--- config.mk ---
export PLATFORM = sky130hd
export DESIGN_NAME = vid_word_interleaver
export DESIGN_NICKNAME = d
export VERILOG_FILES = /design/src/rtl/vwi_pkg.sv /design/src/rtl/vwi_pair_capture.sv /design/src/rtl/vwi_sync_norm.sv /design/src/rtl/vwi_out_stage.sv /design/src/rtl/vid_word_interleaver.sv
export SDC_FILE = /design/constraint.sdc
export NUM_CORES = 1
export LEC_CHECK = 0
export BUFFER_PORTS_ARGS = -buffer_cell sky130_fd_sc_hd__buf_2
export CORE_UTILIZATION = 43
export DETAILED_ROUTE_END_ITERATION = 8
export GPL_TIMING_DRIVEN = 0
export HOLD_SLACK_MARGIN = 0.03
export PLACE_DENSITY = 0.73
export SLEW_MARGIN = 10
export SYNTH_ARGS = -nofsm -noshare
export SYNTH_HDL_FRONTEND = slang
export SYNTH_SLANG_ARGS = --single-unit
--- constraint.sdc ---
create_clock -name clk -period 1.2 [get_ports clk]
set_input_delay 0.18 -clock clk [delete_from_list [all_inputs] [get_ports clk]]
set_output_delay 0.18 -clock clk [all_outputs]
set_load 0.005 [all_outputs]
--- src/rtl/vwi_pkg.sv ---
package vwi_pkg;
  typedef enum logic {
    PH_CHROMA = 1'b0,
    PH_LUMA   = 1'b1
  } vwi_phase_e;
endpackage

--- src/rtl/vwi_pair_capture.sv ---
module vwi_pair_capture
  import vwi_pkg::*;
#(
  parameter int WORD_W = 10
) (
  input  logic              clk,
  input  logic              rst,
  input  logic              step_en,
  input  logic [WORD_W-1:0] luma_in,
  input  logic [WORD_W-1:0] chroma_in,
  output logic [WORD_W-1:0] sel_word,
  output vwi_phase_e        sel_phase
);
  vwi_phase_e        phase_q;
  logic [WORD_W-1:0] luma_hold_q;

  always_ff @(posedge clk) begin
    if (rst) begin
      phase_q     <= PH_CHROMA;
      luma_hold_q <= '0;
    end else if (step_en) begin
      if (phase_q == PH_CHROMA) begin
        luma_hold_q <= luma_in;
        phase_q     <= PH_LUMA;
      end else begin
        phase_q     <= PH_CHROMA;
      end
    end
  end

  always_comb begin
    sel_phase = phase_q;
    sel_word  = (phase_q == PH_CHROMA) ? chroma_in : luma_hold_q;
  end


  phase_flip_chk: assert property (@(posedge clk) disable iff (rst)
    step_en |=> (phase_q != $past(phase_q)));


  phase_hold_chk: assert property (@(posedge clk) disable iff (rst)
    !step_en |=> (phase_q == $past(phase_q)));


  luma_hold_chk: assert property (@(posedge clk) disable iff (rst)
    (step_en && phase_q == PH_LUMA) |=> $stable(luma_hold_q));
endmodule

--- src/rtl/vwi_sync_norm.sv ---
module vwi_sync_norm #(
  parameter int WORD_W = 10,
  parameter int LSB_W  = 2
) (
  input  logic [WORD_W-1:0] word_i,
  input  logic              bypass_i,
  output logic [WORD_W-1:0] word_o
);
  localparam int HI_W = WORD_W - LSB_W;

  generate
    if (LSB_W == 0) begin : g_pass
      logic unused_bypass;
      assign unused_bypass = bypass_i;
      assign word_o = word_i;
    end else begin : g_norm
      logic [HI_W-1:0] hi;
      logic            hi_zero;
      logic            hi_ones;
      assign hi      = word_i[WORD_W-1:LSB_W];
      assign hi_zero = (hi == '0);
      assign hi_ones = (hi == {HI_W{1'b1}});
      always_comb begin
        word_o = word_i;
        if (!bypass_i) begin
          if (hi_zero)      word_o[LSB_W-1:0] = '0;
          else if (hi_ones) word_o[LSB_W-1:0] = '1;
        end
      end
    end
  endgenerate
endmodule

--- src/rtl/vwi_out_stage.sv ---
module vwi_out_stage
  import vwi_pkg::*;
#(
  parameter int WORD_W = 10,
  parameter int LSB_W  = 2
) (
  input  logic              clk,
  input  logic              rst,
  input  logic              step_en,
  input  logic              norm_off,
  input  logic [WORD_W-1:0] word_d,
  input  vwi_phase_e        phase_d,
  output logic [WORD_W-1:0] word_q,
  output logic              valid_q,
  output logic              is_luma_q
);
  localparam int HI_W = WORD_W - LSB_W;

  always_ff @(posedge clk) begin
    if (rst) begin
      word_q    <= '0;
      valid_q   <= 1'b0;
      is_luma_q <= 1'b0;
    end else begin
      valid_q <= step_en;
      if (step_en) begin
        word_q    <= word_d;
        is_luma_q <= (phase_d == PH_LUMA);
      end
    end
  end


  reset_clear_chk: assert property (@(posedge clk)
    rst |=> (word_q == '0 && !valid_q && !is_luma_q));


  valid_follow_chk: assert property (@(posedge clk) disable iff (rst)
    step_en |=> valid_q);


  idle_hold_chk: assert property (@(posedge clk) disable iff (rst)
    !step_en |=> (!valid_q && $stable(word_q) && $stable(is_luma_q)));


  force_low_chk: assert property (@(posedge clk) disable iff (rst)
    (step_en && !norm_off && word_d[WORD_W-1:LSB_W] == '0)
      |=> (word_q[LSB_W-1:0] == '0));


  force_high_chk: assert property (@(posedge clk) disable iff (rst)
    (step_en && !norm_off && word_d[WORD_W-1:LSB_W] == {HI_W{1'b1}})
      |=> (word_q[LSB_W-1:0] == {LSB_W{1'b1}}));
endmodule

--- src/rtl/vid_word_interleaver.sv ---
module vid_word_interleaver
  import vwi_pkg::*;
#(
  parameter int WORD_W = 10,
  parameter int LSB_W  = 2
) (
  input  logic              clk,
  input  logic              rst,
  input  logic              step_en,
  input  logic [WORD_W-1:0] luma_in,
  input  logic [WORD_W-1:0] chroma_in,
  input  logic              sync_norm_off,
  output logic [WORD_W-1:0] word_out,
  output logic              word_valid,
  output logic              word_is_luma
);
  logic [WORD_W-1:0] raw_word;
  logic [WORD_W-1:0] norm_word;
  vwi_phase_e        cur_phase;

  vwi_pair_capture #(.WORD_W(WORD_W)) u_cap (
    .clk       (clk),
    .rst       (rst),
    .step_en   (step_en),
    .luma_in   (luma_in),
    .chroma_in (chroma_in),
    .sel_word  (raw_word),
    .sel_phase (cur_phase)
  );

  vwi_sync_norm #(.WORD_W(WORD_W), .LSB_W(LSB_W)) u_norm (
    .word_i   (raw_word),
    .bypass_i (sync_norm_off),
    .word_o   (norm_word)
  );

  vwi_out_stage #(.WORD_W(WORD_W), .LSB_W(LSB_W)) u_out (
    .clk       (clk),
    .rst       (rst),
    .step_en   (step_en),
    .norm_off  (sync_norm_off),
    .word_d    (norm_word),
    .phase_d   (cur_phase),
    .word_q    (word_out),
    .valid_q   (word_valid),
    .is_luma_q (word_is_luma)
  );


  flag_flip_chk: assert property (@(posedge clk) disable iff (rst)
    (word_valid && step_en) |=> (word_is_luma != $past(word_is_luma)));
endmodule

* After elaboration in Yosys (flattened, before gate mapping) *
Cells that the tools add are included.
W data, S select, Z words.

cells by class
  reductions and logical operators = 2
  eq/ne operators = 1
  multiplexer cells = 5
  bitwise operators = 1

operators by type and width
  kind                  number
  $mux W10              1
  $eq A8 B8 Y1 const B  1
  $logic_not A8 Y1      1
  $mux W2               3
  $reduce_and A2 Y1     1
  $mux W1               1
  $not A1 Y1            1

word-level totals
  input port bits = 24
  register bits = 23

* Depth between registers and ports, before layout *
Gate-level depths: netlist of the first run.

  word-level depth = 5
  gate-level depth with buffers = 5

* Cells and area by module *
Synthesis of the first run repeated with hierarchy kept, for this count alone.

second synthesis, totals
  cell total of the unflattened synthesis = 114
  area total of the unflattened synthesis = 1219.9 um^2

by module, submodules not included
  module            instances  sequential area each (um^2)  area each (um^2)  cells an instance
  vwi_pair_capture  1          220.2                        668.1             60
  vwi_out_stage     1          240.2                        414.1             37
  vwi_sync_norm     1          0.0                          137.6             17

* Least setup slack after synthesis of the first run *
No wires, ideal clock.

  path type = reg2reg
  from = register u_cap.luma_hold_q[8]
  to = register u_out.word_q[1]
  data arrival time = 1.065 ns
  cell stages (with the launch flop) = 6
  setup slack = 0.066 ns
  cells stage by stage = dfxtp_1 -> nand4_1 -> mux2_4 -> a211oi_2 -> a211oi_1 -> o21ai_1

between the ends
  longest elaborated chain between the ends = 5
  elaborated cells between the ends (all ways) = 6
  classes of those cells = eq/ne: 1; mux: 4; reduce/logical: 1

RTL lines
  what                    RTL line                source
  from (decl)             vwi_pair_capture.sv:15  logic [WORD_W-1:0] luma_hold_q;
  from (signal assigned)  vwi_pair_capture.sv:23  luma_hold_q <= luma_in;
  $mux W10 (*)            vwi_pair_capture.sv:33  sel_word = (phase_q == PH_CHROMA) ? chroma_in : luma_hold_q;
  $eq A8 B8 Y1            vwi_sync_norm.sv:22     assign hi_ones = (hi == {HI_W{1'b1}});
  $mux W2                 vwi_sync_norm.sv:27     else if (hi_ones) word_o[LSB_W-1:0] = '1;
  $mux W2 (*)             vwi_sync_norm.sv:26     if (hi_zero) word_o[LSB_W-1:0] = '0;
  $mux W2 (*)             vwi_sync_norm.sv:25     if (!bypass_i) begin
  to (signal assigned)    vwi_out_stage.sv:27     word_q <= word_d;
  to (decl)               vwi_out_stage.sv:13     output logic [WORD_W-1:0] word_q,

Every way passes the cells marked *; elsewhere a longest branch is shown, timed or not.
A chain may end at the register's enable or synchronous reset.

* Final worst setup path of the first run *
  from = register u_cap.luma_hold_q[3]
  to = register u_out.word_q[0]

Same word-level chain as after synthesis.

==> flow_summary.ini, run 1 <==
[timing]
skew_ns = 0.0141
worst_slew_pin_slew_ns = 0.473
hold_violations = 0
maxSlewHeadroom = 0.685
setup_viol = 2
finalWorstPathRequiredPeriod_ns = 1.22
slew_violations = 0
max_freq_ghz = 0.816
fin_tns_setup_ns = -0.0329
rsz0062_at_grt = true
fin_ws_ns = -0.0248
fin_hold_ws_ns = 0.0814
fin_crit_sh = 1.02

[drt]
wl_per_cell_um = 12.9
drc_errors = 0
ant_nets = 0
initialDrtViolationCount = 16
via_count = 988
via_per_inst = 5.26
wirelength_mm = 2.43
first_pass_iters = 4

[placement]
dp_hpwl_mm = 1.76
placed_area_mm2 = 0.00121
gp_congestion = 0.925
place_inst = 181
portBuffers = 35

[clocking]
clock_path_buffers = 2
cts_buffers = 3
cts_tree = yes
clock-sinks = 23
clk_latency_ns = 0.31
clk_pin_slew_ns = 0.14
cts-root-buf = clkbuf_4
hold_buffers = 0
cts_max_level = 1

[layout]
nets = 185
area_growth_pct = 35.0
drive_above_1_share = 0.413
fillers = 222
seqCellArea_um2 = 480
diodes = 0
layout_commonest_cell = buf_2
multiInputGateArea_um2 = 557
final_cell_mix = 37 x buf_2, 22 x nand2_1, 15 x dfxtp_1
fin_area_mm2 = 0.00136
final_cells = 188

[run]
cap_viol_max_count = 0

[logic_synthesis]
syn_area_mm2 = 0.00100
syn_nets = 142
ys_seq_area_frac = 0.458
synth_cell_type_count = 21
synth_cells = 118
synth-edff-count = 0
synth.avg_cell_area_um2 = 8.51
async_flop_share = 0
ys_ff_latch = 23
ys.flop_type = dfxtp_1
yosys_warnings = 0

[setup_path]
r2r_slack_ns = -0.02
cp_max_fo = 4
r2r_end = u_out.word_q[0]$_SDFFE_PP0P_
cp.required_ns = 1.46
reg2reg_depth = 5
worstSetupPathType = reg2reg
startpoint_type = flip-flop
regToRegStartpoint = u_cap.luma_hold_q[3]$_SDFFE_PP0P_
critPathArrivalTime_ns = 1.48
end_kind = flip-flop

[global_route]
grt_max_degree = 14
grt_pass1_vias = 850
grt_pass1_wl_mm = 3.69
overflow = 0
grt_use_total = 0.192
antenna_found_initial = 0

[worst_hold_path]
timing.hold.worst_endpoint = u_out.valid_q$_SDFF_PP0_
holdPathStages = 2
holdCritPathClass = in2reg
worstHoldStart = rst

[floorplan]
io_pins = 36
die-area_mm2 = 0.00253
rows = 17
fp.dieH_um = 50.3
initial_core_util = 0.454
core_area_mm2 = 0.00221
die_w_um = 50.3

[status]
violations = setup timing
outcome = complete, but fails checks

[power_and_ir_drop]
peakVddDrop_v = 0.000757
power_density_mw_per_mm2 = 1100
p_leak_uw = 0.000573
[flip-flops by register name, summed over array words and instances, names as in the netlist]
signal             flops
u_out.valid_q          1
u_out.is_luma_q        1
u_out.word_q          10
u_cap.luma_hold_q     10
u_cap.sel_phase        1
[through the flow]
step	setup WS [ns]	utilization	total power [uW]
after global placement	-0.0403	0.549	1100
after CTS	0.00431	0.575	1460
after detailed placement	-0.0963	0.549	1110
after global routing	-0.0721	0.613	1560
final	-0.0248	0.613	1490
after floorplan	0.0662	-	1000
[cells in the mapped netlist (all sizes together) (3+ instances only)]
master / instances / share of area
buf: 6 / 0.039
nand3: 4 / 0.020
mux2i: 8 / 0.080
a21oi: 12 / 0.060
nand4: 3 / 0.019
dfxtp: 23 / 0.46
nor2b: 4 / 0.025
a211oi: 11 / 0.087
nor2: 12 / 0.045
nand2: 22 / 0.082
nor4: 3 / 0.019
[area by class of cell]
cell class                 count  share of cell area
sequential                    23               0.354
timing repair buffer          38               0.146
clock inverter                 1             0.00369
tap                           28              0.0258
clock buffer                   3              0.0166
multi-input combinational     87               0.411
buffer                         8              0.0434
[worst max path at each step]
stage,start,end,slack [ns],cells after the start
floorplan,u_cap.luma_hold_q[8]$_SDFFE_PP0P_,u_out.word_q[1]$_SDFFE_PP0P_,0.07,5
global placement,u_cap.luma_hold_q[6]$_SDFFE_PP0P_,u_out.word_q[1]$_SDFFE_PP0P_,-0.04,5
detailed placement,u_cap.luma_hold_q[2]$_SDFFE_PP0P_,u_out.word_q[0]$_SDFFE_PP0P_,-0.1,5
CTS,u_cap.sel_phase$_SDFFE_PP0P_,u_out.word_q[0]$_SDFFE_PP0P_,0.004,5
global route,u_cap.luma_hold_q[7]$_SDFFE_PP0P_,u_out.word_q[0]$_SDFFE_PP0P_,-0.07,5
finish,u_cap.luma_hold_q[3]$_SDFFE_PP0P_,u_out.word_q[0]$_SDFFE_PP0P_,-0.02,5
[critical path, cell delays in order (launching register included)]
cell and delay (ns):
dfxtp_4 0.39, and3_1 0.18, nand3_2 0.10, a211oi_4 0.32, a211oi_2 0.06, o21ai_1 0.12
[report_power, final]
part           switching [uW]  total (uW)  internal (uW)
logic                     143         284            141
clock network             233         357            124
registers                36.9         849            813
[per-layer routing]
layer | global-route usage | routed length (um) | part of all wire
met1 | 0.245 | 1120 | 0.46
met2 | 0.320 | 1160 | 0.48
met3 | 0.0303 | 107 | 0.044
met4 | 0.0787 | 48 | 0.020
met5 | 0 | 0 | 0
[repair_timing]
item                                   CTS  global route
cloned                                   0             0
endpoints found under the hold margin    0             0
setup endpoints to repair               11             8
pin swaps                                1             5
setup buffers                            0             3
resized for setup                       10            16
[cell families after synthesis]
logic type / after synthesis / synth area share
AOI/OAI and AO/OA: 25 / 0.157
DFF: 23 / 0.458
buffers and inverters: 8 / 0.0461
muxes: 9 / 0.0946
and+or+nand+nor: 53 / 0.244
Note: power is estimated with default switching activity, not from simulation.
==> run 2, diff against run 1 <==
BUFFER_PORTS_ARGS = unset   (was -buffer_cell sky130_fd_sc_hd__buf_2)
CAP_MARGIN = 20   (was unset)
CORE_UTILIZATION = 45   (was 43)
DONT_BUFFER_PORTS = 1   (was unset)
PLACE_DENSITY = unset   (was 0.73)
PLACE_DENSITY_LB_ADDON = 0.08   (was unset)
==> flow_summary.ini, run 2 (synthesis gave the netlist of run 1 again) <==
[status]
outcome = complete, no violations

[global_route]
grt_use_total = 0.202
grt_pass1_vias = 849
grt_pass1_wl_mm = 3.71
overflow = 0
grt_max_degree = 13
antenna_found_initial = 0

[worst_hold_path]
holdPathStages = 3
holdCritPathClass = in2reg
timing.hold.worst_endpoint = u_cap.luma_hold_q[9]$_SDFFE_PP0P_
worstHoldStart = step_en

[setup_path]
r2r_slack_ns = 0.004
regToRegStartpoint = u_cap.sel_phase$_SDFFE_PP0P_
crit_buf_inv = 1
cp_max_fo = 10
end_kind = flip-flop
critPathLaunch = u_cap.sel_phase$_SDFFE_PP0P_
cpPeakStageDelay_ns = 0.36
r2r_end = u_out.word_q[0]$_SDFFE_PP0P_
reg2reg_depth = 5
cp.required_ns = 1.41
path_delay_family = simple AND/OR/NAND/NOR gates
critPathArrivalTime_ns = 1.41
worstSetupPathType = reg2reg
cp_slowest_cell = dfxtp_2
startpoint_type = flip-flop
critical_path.cell_chain = buf_6, nor4_2, nand3_1, nand3_2, o21ai_1

[placement]
portBuffers = 0
gp_congestion = 0.821
dpl_worst_slack_ns = -0.0668
dp_hpwl_mm = 1.65

[clocking]
cts_tree = yes
clk_pin_slew_ns = 0.12
cts-root-buf = clkbuf_4
clock_path_buffers = 2
clk_latency_ns = 0.30
cts_max_level = 1
cts_buffers = 3
clock-sinks = 23

[run]
cap_viol_max_count = 0

[layout]
area_growth_pct = 26.6
final_cell_mix = 22 x nand2_1, 15 x dfxtp_1, 12 x nor2_1, 12 x a21oi_1, 12 x dlygate4sd3_1
drive_above_1_share = 0.206
seqCellArea_um2 = 478
utilization = 0.629
nets = 161
diodes = 0
top_regs = u_cap.luma_hold_q x10, u_out.word_q x10
multiInputGateArea_um2 = 543
fillers = 192
layout_commonest_cell = nand2_1

[floorplan]
die_w_um = 49.3
rows = 16
core_area_mm2 = 0.00202
io_pins = 36
initial_core_util = 0.497
die-area_mm2 = 0.00243
fp.dieH_um = 49.3

[timing]
maxSlewHeadroom = 0.715
slew_violations = 0
fin_ws_ns = 0.00411
rsz0062_at_grt = true
hold_violations = 0
finalWorstPathRequiredPeriod_ns = 1.20
worst_slew_pin_slew_ns = 0.427
skew_ns = 0.00370
fin_crit_sh = 0.997
setup_viol = 0
max_freq_ghz = 0.836

[drt]
initialDrtViolationCount = 8
first_pass_iters = 4
via_count = 900
wirelength_mm = 2.31
ant_nets = 0
wl_per_cell_um = 14.2
drc_errors = 0
via_per_inst = 5.52

[power_and_ir_drop]
power_density_mw_per_mm2 = 1130
p_leak_uw = 0.000459
peakVddDrop_v = 0.000720
## run 2: tightest hold or removal path: stages
cell	delay, ns
nand2b_4	0.04
nand2_1	0.05
a21oi_1	0.05
## run 2: cell type report
class,count,area share
sequential,23,0.376
multi-input combinational,87,0.427
tap,27,0.0265
timing repair buffer,14,0.104
buffer,8,0.0462
clock buffer,4,0.0206
## run 2: what timing repair did
action / in CTS / in global routing
gates cloned: 0 / 1
setup endpoints to repair: 5 / 14
setup buffers: 0 / 1
hold buffers: 12 / 0
gates resized for setup: 8 / 17
endpoints found under the hold margin: 13 / 0
pin swaps: 1 / 2
## run 2: power by group
group	internal (uW)	total, uW	switching, uW
registers	814	857	42.9
clock network	130	355	225
logic	118	223	105
## run 2: worst max-delay path by stage
stage	to	slack (ns)	depth (start not counted)
finish	u_out.word_q[0]$_SDFFE_PP0P_	0.004	5
global route	u_out.word_q[0]$_SDFFE_PP0P_	-0.09	5
CTS	u_out.word_q[1]$_SDFFE_PP0P_	0.008	5
detailed placement	u_out.word_q[1]$_SDFFE_PP0P_	-0.07	5
global placement	u_out.word_q[1]$_SDFFE_PP0P_	-0.05	5
floorplan	u_out.word_q[1]$_SDFFE_PP0P_	0.07	5
## run 2: layer usage
layer,part of all wire,vias up,global-route usage
li1,-,449,-
met1,0.42,413,0.230
met2,0.48,32,0.315
met3,0.081,6,0.0841
met4,0.016,0,0.118
met5,0,-,0
## run 2: per-stage QoR
step / power (uW) / hold WS (ns) / instances / cell area, um2 / setup TNS [ns]
CTS: 1430 / 0.0722 / 161 / 1210 / 0
global route: 1510 / 0.0481 / 163 / 1270 / -0.151
finish: 1430 / 0.0487 / 163 / 1270 / 0
detailed placement: 1040 / 0.277 / 145 / 1040 / -0.127
floorplan: 1000 / 0.263 / 118 / 1000 / 0
global placement: 1040 / 0.278 / 145 / 1040 / -0.0837
